`src/rtl/stall_pkg.sv`:
```
package stall_pkg;

    typedef enum logic [1:0] {
        PH_WATCH   = 2'd0,
        PH_RELEASE = 2'd1,
        PH_HOLDOFF = 2'd2
    } phase_e;

    typedef struct packed {
        logic clear;
        logic incr;
    } cnt_ctrl_t;

    function automatic int unsigned max2(input int unsigned a, input int unsigned b);
        return (a > b) ? a : b;
    endfunction

    function automatic int unsigned cnt_width(input int unsigned limit);
        return (limit < 2) ? 1 : $clog2(limit);
    endfunction

endpackage

```
`src/rtl/stall_tick_counter.sv`:
```
module stall_tick_counter
    import stall_pkg::*;
#(
    parameter int unsigned LIMIT = 2,
    localparam int unsigned CW = cnt_width(LIMIT)
) (
    input  logic          clk,
    input  logic          rst,
    input  cnt_ctrl_t     ctrl,
    output logic [CW-1:0] count
);

    always_ff @(posedge clk) begin
        if (rst) begin
            count <= '0;
        end else if (ctrl.clear) begin
            count <= '0;
        end else if (ctrl.incr) begin
            count <= count + 1'b1;
        end
    end

    // The count never reaches the larger of the two thresholds (R8 window)
    p_count_bound_r8: assert property (@(posedge clk) disable iff (rst)
        32'(count) < LIMIT);

endmodule

```
`src/rtl/stall_phase_fsm.sv`:
```
module stall_phase_fsm
    import stall_pkg::*;
#(
    parameter int unsigned STALL_TICKS = 2,
    parameter int unsigned HOLD_TICKS  = 2,
    parameter int unsigned CW          = 1
) (
    input  logic          clk,
    input  logic          rst,
    input  logic          wheel_i,
    input  logic          tick_i,
    input  logic [CW-1:0] count,
    output cnt_ctrl_t     ctrl,
    output phase_e        phase,
    output logic          release_o
);

    localparam logic [CW-1:0] STALL_LAST = CW'(STALL_TICKS - 1);
    localparam logic [CW-1:0] HOLD_LAST  = CW'(HOLD_TICKS - 1);

    phase_e phase_nx;

    always_comb begin
        phase_nx   = phase;
        ctrl.clear = 1'b0;
        ctrl.incr  = 1'b0;
        unique case (phase)
            PH_WATCH: begin
                if (wheel_i) begin
                    ctrl.clear = 1'b1;
                end else if (tick_i) begin
                    if (count == STALL_LAST) begin
                        ctrl.clear = 1'b1;
                        phase_nx   = PH_RELEASE;
                    end else begin
                        ctrl.incr = 1'b1;
                    end
                end
            end
            PH_RELEASE: begin
                if (tick_i && HOLD_TICKS == 1) begin
                    ctrl.clear = 1'b1;
                    phase_nx   = PH_WATCH;
                end else begin
                    ctrl.incr = tick_i;
                    phase_nx  = PH_HOLDOFF;
                end
            end
            PH_HOLDOFF: begin
                if (tick_i) begin
                    if (count == HOLD_LAST) begin
                        ctrl.clear = 1'b1;
                        phase_nx   = PH_WATCH;
                    end else begin
                        ctrl.incr = 1'b1;
                    end
                end
            end
            default: begin
                ctrl.clear = 1'b1;
                phase_nx   = PH_WATCH;
            end
        endcase
    end

    always_ff @(posedge clk) begin
        if (rst) begin
            phase     <= PH_WATCH;
            release_o <= 1'b0;
        end else begin
            phase     <= phase_nx;
            release_o <= (phase_nx == PH_RELEASE);
        end
    end

    p_release_one_cycle_r3: assert property (@(posedge clk) disable iff (rst)
        release_o |=> !release_o);

    p_release_after_tick_r2: assert property (@(posedge clk) disable iff (rst)
        (phase == PH_WATCH && tick_i && !wheel_i && count == STALL_LAST) |=> release_o);

    p_wheel_clears_r4: assert property (@(posedge clk) disable iff (rst)
        (phase == PH_WATCH && wheel_i) |=> (count == '0 && !release_o));

    p_wheel_wins_r5: assert property (@(posedge clk) disable iff (rst)
        (phase == PH_WATCH && wheel_i && tick_i) |=> (phase == PH_WATCH && count == '0));

    p_hold_ignores_wheel_r6: assert property (@(posedge clk) disable iff (rst)
        (phase == PH_HOLDOFF && wheel_i && !tick_i) |=> (phase == PH_HOLDOFF && $stable(count)));

    p_resume_from_zero_r7: assert property (@(posedge clk) disable iff (rst)
        (phase != PH_WATCH) |=> (phase == PH_WATCH) |-> (count == '0));

endmodule

```
`src/rtl/wheel_stall_detector.sv`:
```
module wheel_stall_detector
    import stall_pkg::*;
#(
    parameter int unsigned STALL_TICKS = 2,
    parameter int unsigned HOLD_TICKS  = 2
) (
    input  logic clk,
    input  logic rst,
    input  logic wheel_i,
    input  logic tick_i,
    output logic release_o
);

    localparam int unsigned LIMIT = max2(STALL_TICKS, HOLD_TICKS);
    localparam int unsigned CW    = cnt_width(LIMIT);

    cnt_ctrl_t     ctrl;
    logic [CW-1:0] count;
    phase_e        phase;

    stall_tick_counter #(
        .LIMIT (LIMIT)
    ) u_counter (
        .clk   (clk),
        .rst   (rst),
        .ctrl  (ctrl),
        .count (count)
    );

    stall_phase_fsm #(
        .STALL_TICKS (STALL_TICKS),
        .HOLD_TICKS  (HOLD_TICKS),
        .CW          (CW)
    ) u_fsm (
        .clk       (clk),
        .rst       (rst),
        .wheel_i   (wheel_i),
        .tick_i    (tick_i),
        .count     (count),
        .ctrl      (ctrl),
        .phase     (phase),
        .release_o (release_o)
    );

    p_reset_quiet_r1: assert property (@(posedge clk)
        $past(rst) |-> !release_o);

endmodule

```
`config.mk`:
```
export PLATFORM = sky130hd
export DESIGN_NAME = wheel_stall_detector
export DESIGN_NICKNAME = d
export VERILOG_FILES = /design/src/rtl/stall_pkg.sv /design/src/rtl/stall_tick_counter.sv /design/src/rtl/stall_phase_fsm.sv /design/src/rtl/wheel_stall_detector.sv
export SDC_FILE = /design/constraint.sdc
export NUM_CORES = 1
export LEC_CHECK = 0
export ABC_AREA = 1
export BUFFER_PORTS_ARGS = -buffer_cell sky130_fd_sc_hd__buf_4
export CORE_AREA = 4 4 41 43
export CTS_CLUSTER_DIAMETER = 200
export DETAILED_ROUTE_END_ITERATION = 6
export DIE_AREA = 0 0 45 47
export GPL_ROUTABILITY_DRIVEN = 1
export GPL_TIMING_DRIVEN = 0
export HOLD_SLACK_MARGIN = 0.06
export PLACE_DENSITY = 0.3
export SYNTH_ARGS = -nofsm -noshare
export SYNTH_HDL_FRONTEND = slang
export SYNTH_SLANG_ARGS = --single-unit
```
`constraint.sdc`:
```
create_clock -name clk -period 0.9 [get_ports clk]
set_input_delay 0.18 -clock clk [delete_from_list [all_inputs] [get_ports clk]]
set_output_delay 0.18 -clock clk [all_outputs]
set_load 0.05 [all_outputs]
```
==> metrics, run 1 <==
status=completed; gp weighted congestion=0.750; RSZ-0062 raised after global routing=false; Pre-antenna DRT Iters=2; most frequent cells in the layout=7 x nand2_1, 3 x inv_1, 3 x clkbuf_4, 3 x buf_4, 3 x dfxtp_1; M1 GR Usage=3.64%; Synthesis Warnings=0; Clock Tree Buf Depth=2; layout cells sized above 1=40.6%; GR peak layer=met2; Residual DRC=0; worst setup path class=register to output port; Total Power=0.459 mW; Max Freq=1140 MHz; Max-Cap Viols=0; Synth Net Count=29; average cell area after synthesis=6.86 sq um; Die Y=47 microns; Buf/Inv on CP=1; GRT met3 Usage=2.68%; crit path DAT=700 ps; Die Wd=45 microns; slowest CP cell=dfxtp_2; PwrDens=1850 nW/um^2; Total Routed Length=359 microns; post-synthesis register bit count=4; post-synthesis mux area share=0%; Gate Count Post-Synth=25; Seq/Total Area, Yosys=46.7%; TritonCTS clock tree=yes; commonest non-fill, non-tap cell in the layout=nand2_1; final slew viol count=0; vias in the first global route=156; worst skew pair latency=240 ps; Filler Cell Count=155; first-pass GRT wire length=552 microns; Routed Antenna Nets=0; Post-CTS Setup Inserts=0; Setup crit end kind=output port; Clk pin slew, worst setup/hold paths=40 ps; met2 Track Usage GR=5.65%; Detailed Place HPWL=268 microns; final-report setup violation count=0; IO Pins=5; Compound-Gate Fraction of Synth Area=2.92%; Crit path required time=720 ps; largest net degree at the start of global routing=5; initial antenna violation count=0; clock sink total=4; area of the core=1300 sq um; Slew HR=88.8%; CP peak stage delay=310 ps; H-tree Lvls=1; die footprint=2120 sq um; Syn-to-layout area delta=44.5%; Total Neg Setup Slack=0 ps; CP Launch Type=register; Worst Hold Class=input pin to register; XOR/XNOR share of the synthesized area=0%; Initial Util=13.2%; Final nets=38; main combinational cell family by area after synthesis=simple AND/OR/NAND/NOR gates; initial drt markers=9; CTS Buf Count=3; adder-cell share of the synthesized area=0%; Final Hold Viols=0; post-synth cell types=10; leakage power=0.127 nW; mean routed wirelength per cell=7.64 microns; ANT cells=0; Final min period=879 ps; fin crit share=97.6%; via count=154; CP delay by family, top=flip-flops; total gr overflow=0; Vias/cell=3.28; Worst Skew=0.716 ps; Port Buf Inserts=4; Post-Synth Simple-Gate Area=39.4%; Tightest Pin Transition=168 ps; critical path cell sequence=buf_6; Max VDD drop=0.000285 V; row cnt=13; clock root cell=clkbuf_4; CP max FO=1; total track usage=4.11%; Synth Cell Area=171 sq um
## through the flow
| step | hold WS, ps | util (%) | instance area [sq um] | worst slack (ps) | cells |
|---|---|---|---|---|---|
| 3_5_place_dp | 461 | 16.9 | 220 | 151 | 44 |
| 4_1_cts | 203 | 18.9 | 246 | 2.44 | 47 |
| 2_1_floorplan | 345 | - | 171 | 133 | 25 |
| 6_report | 202 | 19.0 | 248 | 21.2 | 47 |
| 3_3_place_gp | 459 | 16.9 | 220 | 152 | 44 |
| 5_1_grt | 219 | 19.0 | 248 | 9.95 | 47 |
## logic make-up (layout without fill, tap and decap cells)
kind of cell | Yosys count | after routing
buf+inv | 5 | 12
flops | 4 | 4
simple gates | 15 | 15
compound gates | 1 | 1
## final timing paths
kind / startpoint / cells after the start / end / slack [ps]
setup reg to reg: u_fsm.phase[0]$_SDFF_PP0_ / 5 / u_counter.count$_SDFFE_PP0P_ / 140
hold / removal: wheel_i / 4 / u_fsm.release_o$_SDFF_PP0_ / 200
setup / recovery: u_fsm.release_o$_SDFF_PP0_ / 1 / release_o / 20
hold reg to reg: u_counter.count$_SDFFE_PP0P_ / 2 / u_fsm.release_o$_SDFF_PP0_ / 490
## state kept, by name, indices dropped and copies added (netlist names)
| name | cells |
|---|---|
| u_counter.count | 1 |
| u_fsm.phase | 2 |
| u_fsm.release_o | 1 |
## area by class of cell
| type | instances | area [sq um] | share of cell area [%] |
|---|---|---|---|
| Clock buffer | 3 | 22.5 | 9.09 |
| Inverter | 5 | 18.8 | 7.58 |
| Multi-Input combinational cell | 16 | 72.6 | 29.3 |
| Sequential cell | 4 | 81.3 | 32.8 |
| Tap cell | 15 | 18.8 | 7.58 |
| Timing Repair Buffer | 4 | 33.8 | 13.6 |
## metal layers
layer | share of wire, % | up-vias | wire length (microns)
met3 | 9.7 | 2 | 35
met1 | 46 | 59 | 164
met4 | 3.3 | 0 | 12
met2 | 41 | 5 | 146
li1 | - | 88 | -
met5 | 0 | - | 0
## power by group
group	leakage (nW)	total (mW)	switching, mW	internal, mW
clock	0.0138	0.238	0.0881	0.150
sequential	0.0329	0.185	0.00256	0.182
combinational	0.0801	0.0356	0.0185	0.0171
## synth_stat cells
cell type | instances | share of area (%)
dfxtp_1 | 4 | 47
nor3_1 | 2 | 5.8
nor2_1 | 2 | 4.4
inv_1 | 3 | 6.6
nor2_2 | 1 | 3.7
nand2_2 | 2 | 7.3
nand3_1 | 1 | 2.9
a21oi_1 | 1 | 2.9
inv_2 | 2 | 4.4
nand2_1 | 7 | 15
## repair_timing
item | 4_1_cts | 5_1_grt
endpoints found under the hold margin | 0 | 0
gates cloned | 0 | 0
setup endpoints to repair | 1 | 1
gates resized for setup | 1 | 1
hold buffers | 0 | 0
No activity file was read; power rests on OpenSTA's default activity.
==> run 2, diff against run 1 <==
Settings changed: CORE_AREA 4 4 41 43 to 2 2 39 41, DIE_AREA 0 0 45 47 to 0 0 41 43.
==> run 2 against run 1 <==
Net effect:
- count of clock-buffer cells in the layout is the same
- combinational power is 1% lower
- sequential share of layout area is 0.51 points lower
==> metrics, run 2 (synthesized netlist as in run 1, its figures left out) <==
status=completed; Total Power=0.438 mW; row cnt=14; Total Neg Setup Slack=0 ps; Syn-to-layout area delta=44.5%; layout cells sized above 1=37.5%; CP peak stage delay=310 ps; via count=157; Pre-antenna DRT Iters=2; worst setup path class=register to output port; Final min period=878 ps; CP Launch Type=register; total gr overflow=0; switching share of power=20.5%; Final nets=38; worst skew pair latency=230 ps; Placed Instance Area=221 sq um; die footprint=1760 sq um; final-report setup violation count=0; largest net degree at the start of global routing=5; Initial Util=12.4%; PwrDens=1770 nW/um^2; Die Wd=41 microns; internal power=0.348 mW; Hold WS=216 ps; Final Hold Viols=0; Detailed Place HPWL=236 microns; dpl ws=166 ps; Crit path required time=720 ps; Clock Tree Buf Depth=2; Routed Antenna Nets=0; CTS Buf Count=3; ANT cells=0; Largest regs=u_fsm.phase x2, u_counter.count x1, u_fsm.release_o x1; Buf/Inv on CP=1; fin area=248 sq um; RSZ-0062 raised after global routing=false; initial antenna violation count=0; Total Routed Length=298 microns; NetSw=0.0897 mW; sequential power share=42.2%; CP max FO=1; Slew HR=89.9%; Vias/cell=3.27; clock root cell=clkbuf_4; most frequent cells in the layout=7 x nand2_1, 4 x dfxtp_1, 3 x inv_1, 3 x clkbuf_4, 3 x buf_4; slowest CP cell=dfxtp_1; TritonCTS clock tree=yes; total track usage=4.92%; Max VDD drop=0.000816 V; Die Y=43 microns; IO Pins=5; max reg flops=2; part of the power in the clock network=49.8%; gp weighted congestion=0.698; leakage power=0.126 nW; Worst Hold Class=input pin to register; # hold bufs at CTS=0; Port Buf Inserts=4; Tightest Pin Transition=152 ps; commonest non-fill, non-tap cell in the layout=nand2_1; Clk pin slew, worst setup/hold paths=40 ps; Max-Cap Viols=0; H-tree Lvls=1; Residual DRC=0; final slew viol count=0; vias in the first global route=138; fin crit share=97.6%; initial drt markers=2; clock sink total=4; final worst-path setup slack=21.7 ps; Max Freq=1140 MHz; Setup crit end kind=output port; Filler Cell Count=158; area of the core=1380 sq um; mean routed wirelength per cell=6.21 microns; critical path cell sequence=buf_6; first-pass GRT wire length=489 microns; Worst Skew=1.47 ps; Logic pwr share=8.0%; CP delay by family, top=flip-flops; Top reg by flops=u_fsm.phase; crit path DAT=700 ps
[run 2: cell counts in the layout (fill, tap and decap cells not counted)]
No cell type changed its count.
[run 2: routing by layer]
metal  GRT usage [%]  routed length [microns]  share of wire [%]
met4            2.00                        0                  0
met1            4.52                      152                 51
met2            5.31                      119                 40
met3            7.85                       27                9.1
met5               0                        0                  0
[run 2: power groups by stage]
stage | logic (mW) | registers [mW] | clock network [mW]
final | 0.0351 | 0.185 | 0.218
after global routing | 0.0402 | 0.185 | 0.248
after CTS | 0.0357 | 0.185 | 0.231
after detailed placement | 0.0353 | 0.187 | 0
after global placement | 0.0355 | 0.188 | 0
after floorplan | 0.0191 | 0.189 | 0
[run 2: final timing paths]
| check | to | slack, ps | cells after the start | startpoint |
|---|---|---|---|---|
| max | release_o | 20 | 1 | u_fsm.release_o$_SDFF_PP0_ |
| min | u_fsm.phase[0]$_SDFF_PP0_ | 220 | 4 | wheel_i |
| max reg2reg | u_counter.count$_SDFFE_PP0P_ | 150 | 5 | u_fsm.phase[0]$_SDFF_PP0_ |
| min reg2reg | u_fsm.phase[0]$_SDFF_PP0_ | 490 | 2 | u_counter.count$_SDFFE_PP0P_ |
[run 2: area by class of cell]
type | count | area (sq um) | share of cell area [%]
inverter | 5 | 18.8 | 7.58
timing repair buffer | 4 | 33.8 | 13.6
tap | 16 | 20.0 | 8.08
sequential | 4 | 80.1 | 32.3
multi-input combinational | 16 | 72.6 | 29.3
clock buffer | 3 | 22.5 | 9.09
[run 2: per-stage QoR]
| stage | cells | util [%] |
|---|---|---|
| floorplan | 25 | - |
| CTS | 48 | 17.9 |
| global route | 48 | 17.9 |
| detailed placement | 45 | 16.0 |
| global placement | 45 | 16.0 |
| finish | 48 | 17.9 |
[run 2: timing repair]
| item | CTS | global route |
|---|---|---|
| buffers inserted | 0 | 0 |
| endpoints found under the setup margin | 1 | 0 |
| hold endpoints to repair | 0 | 0 |
| gates resized for setup | 1 | 0 |
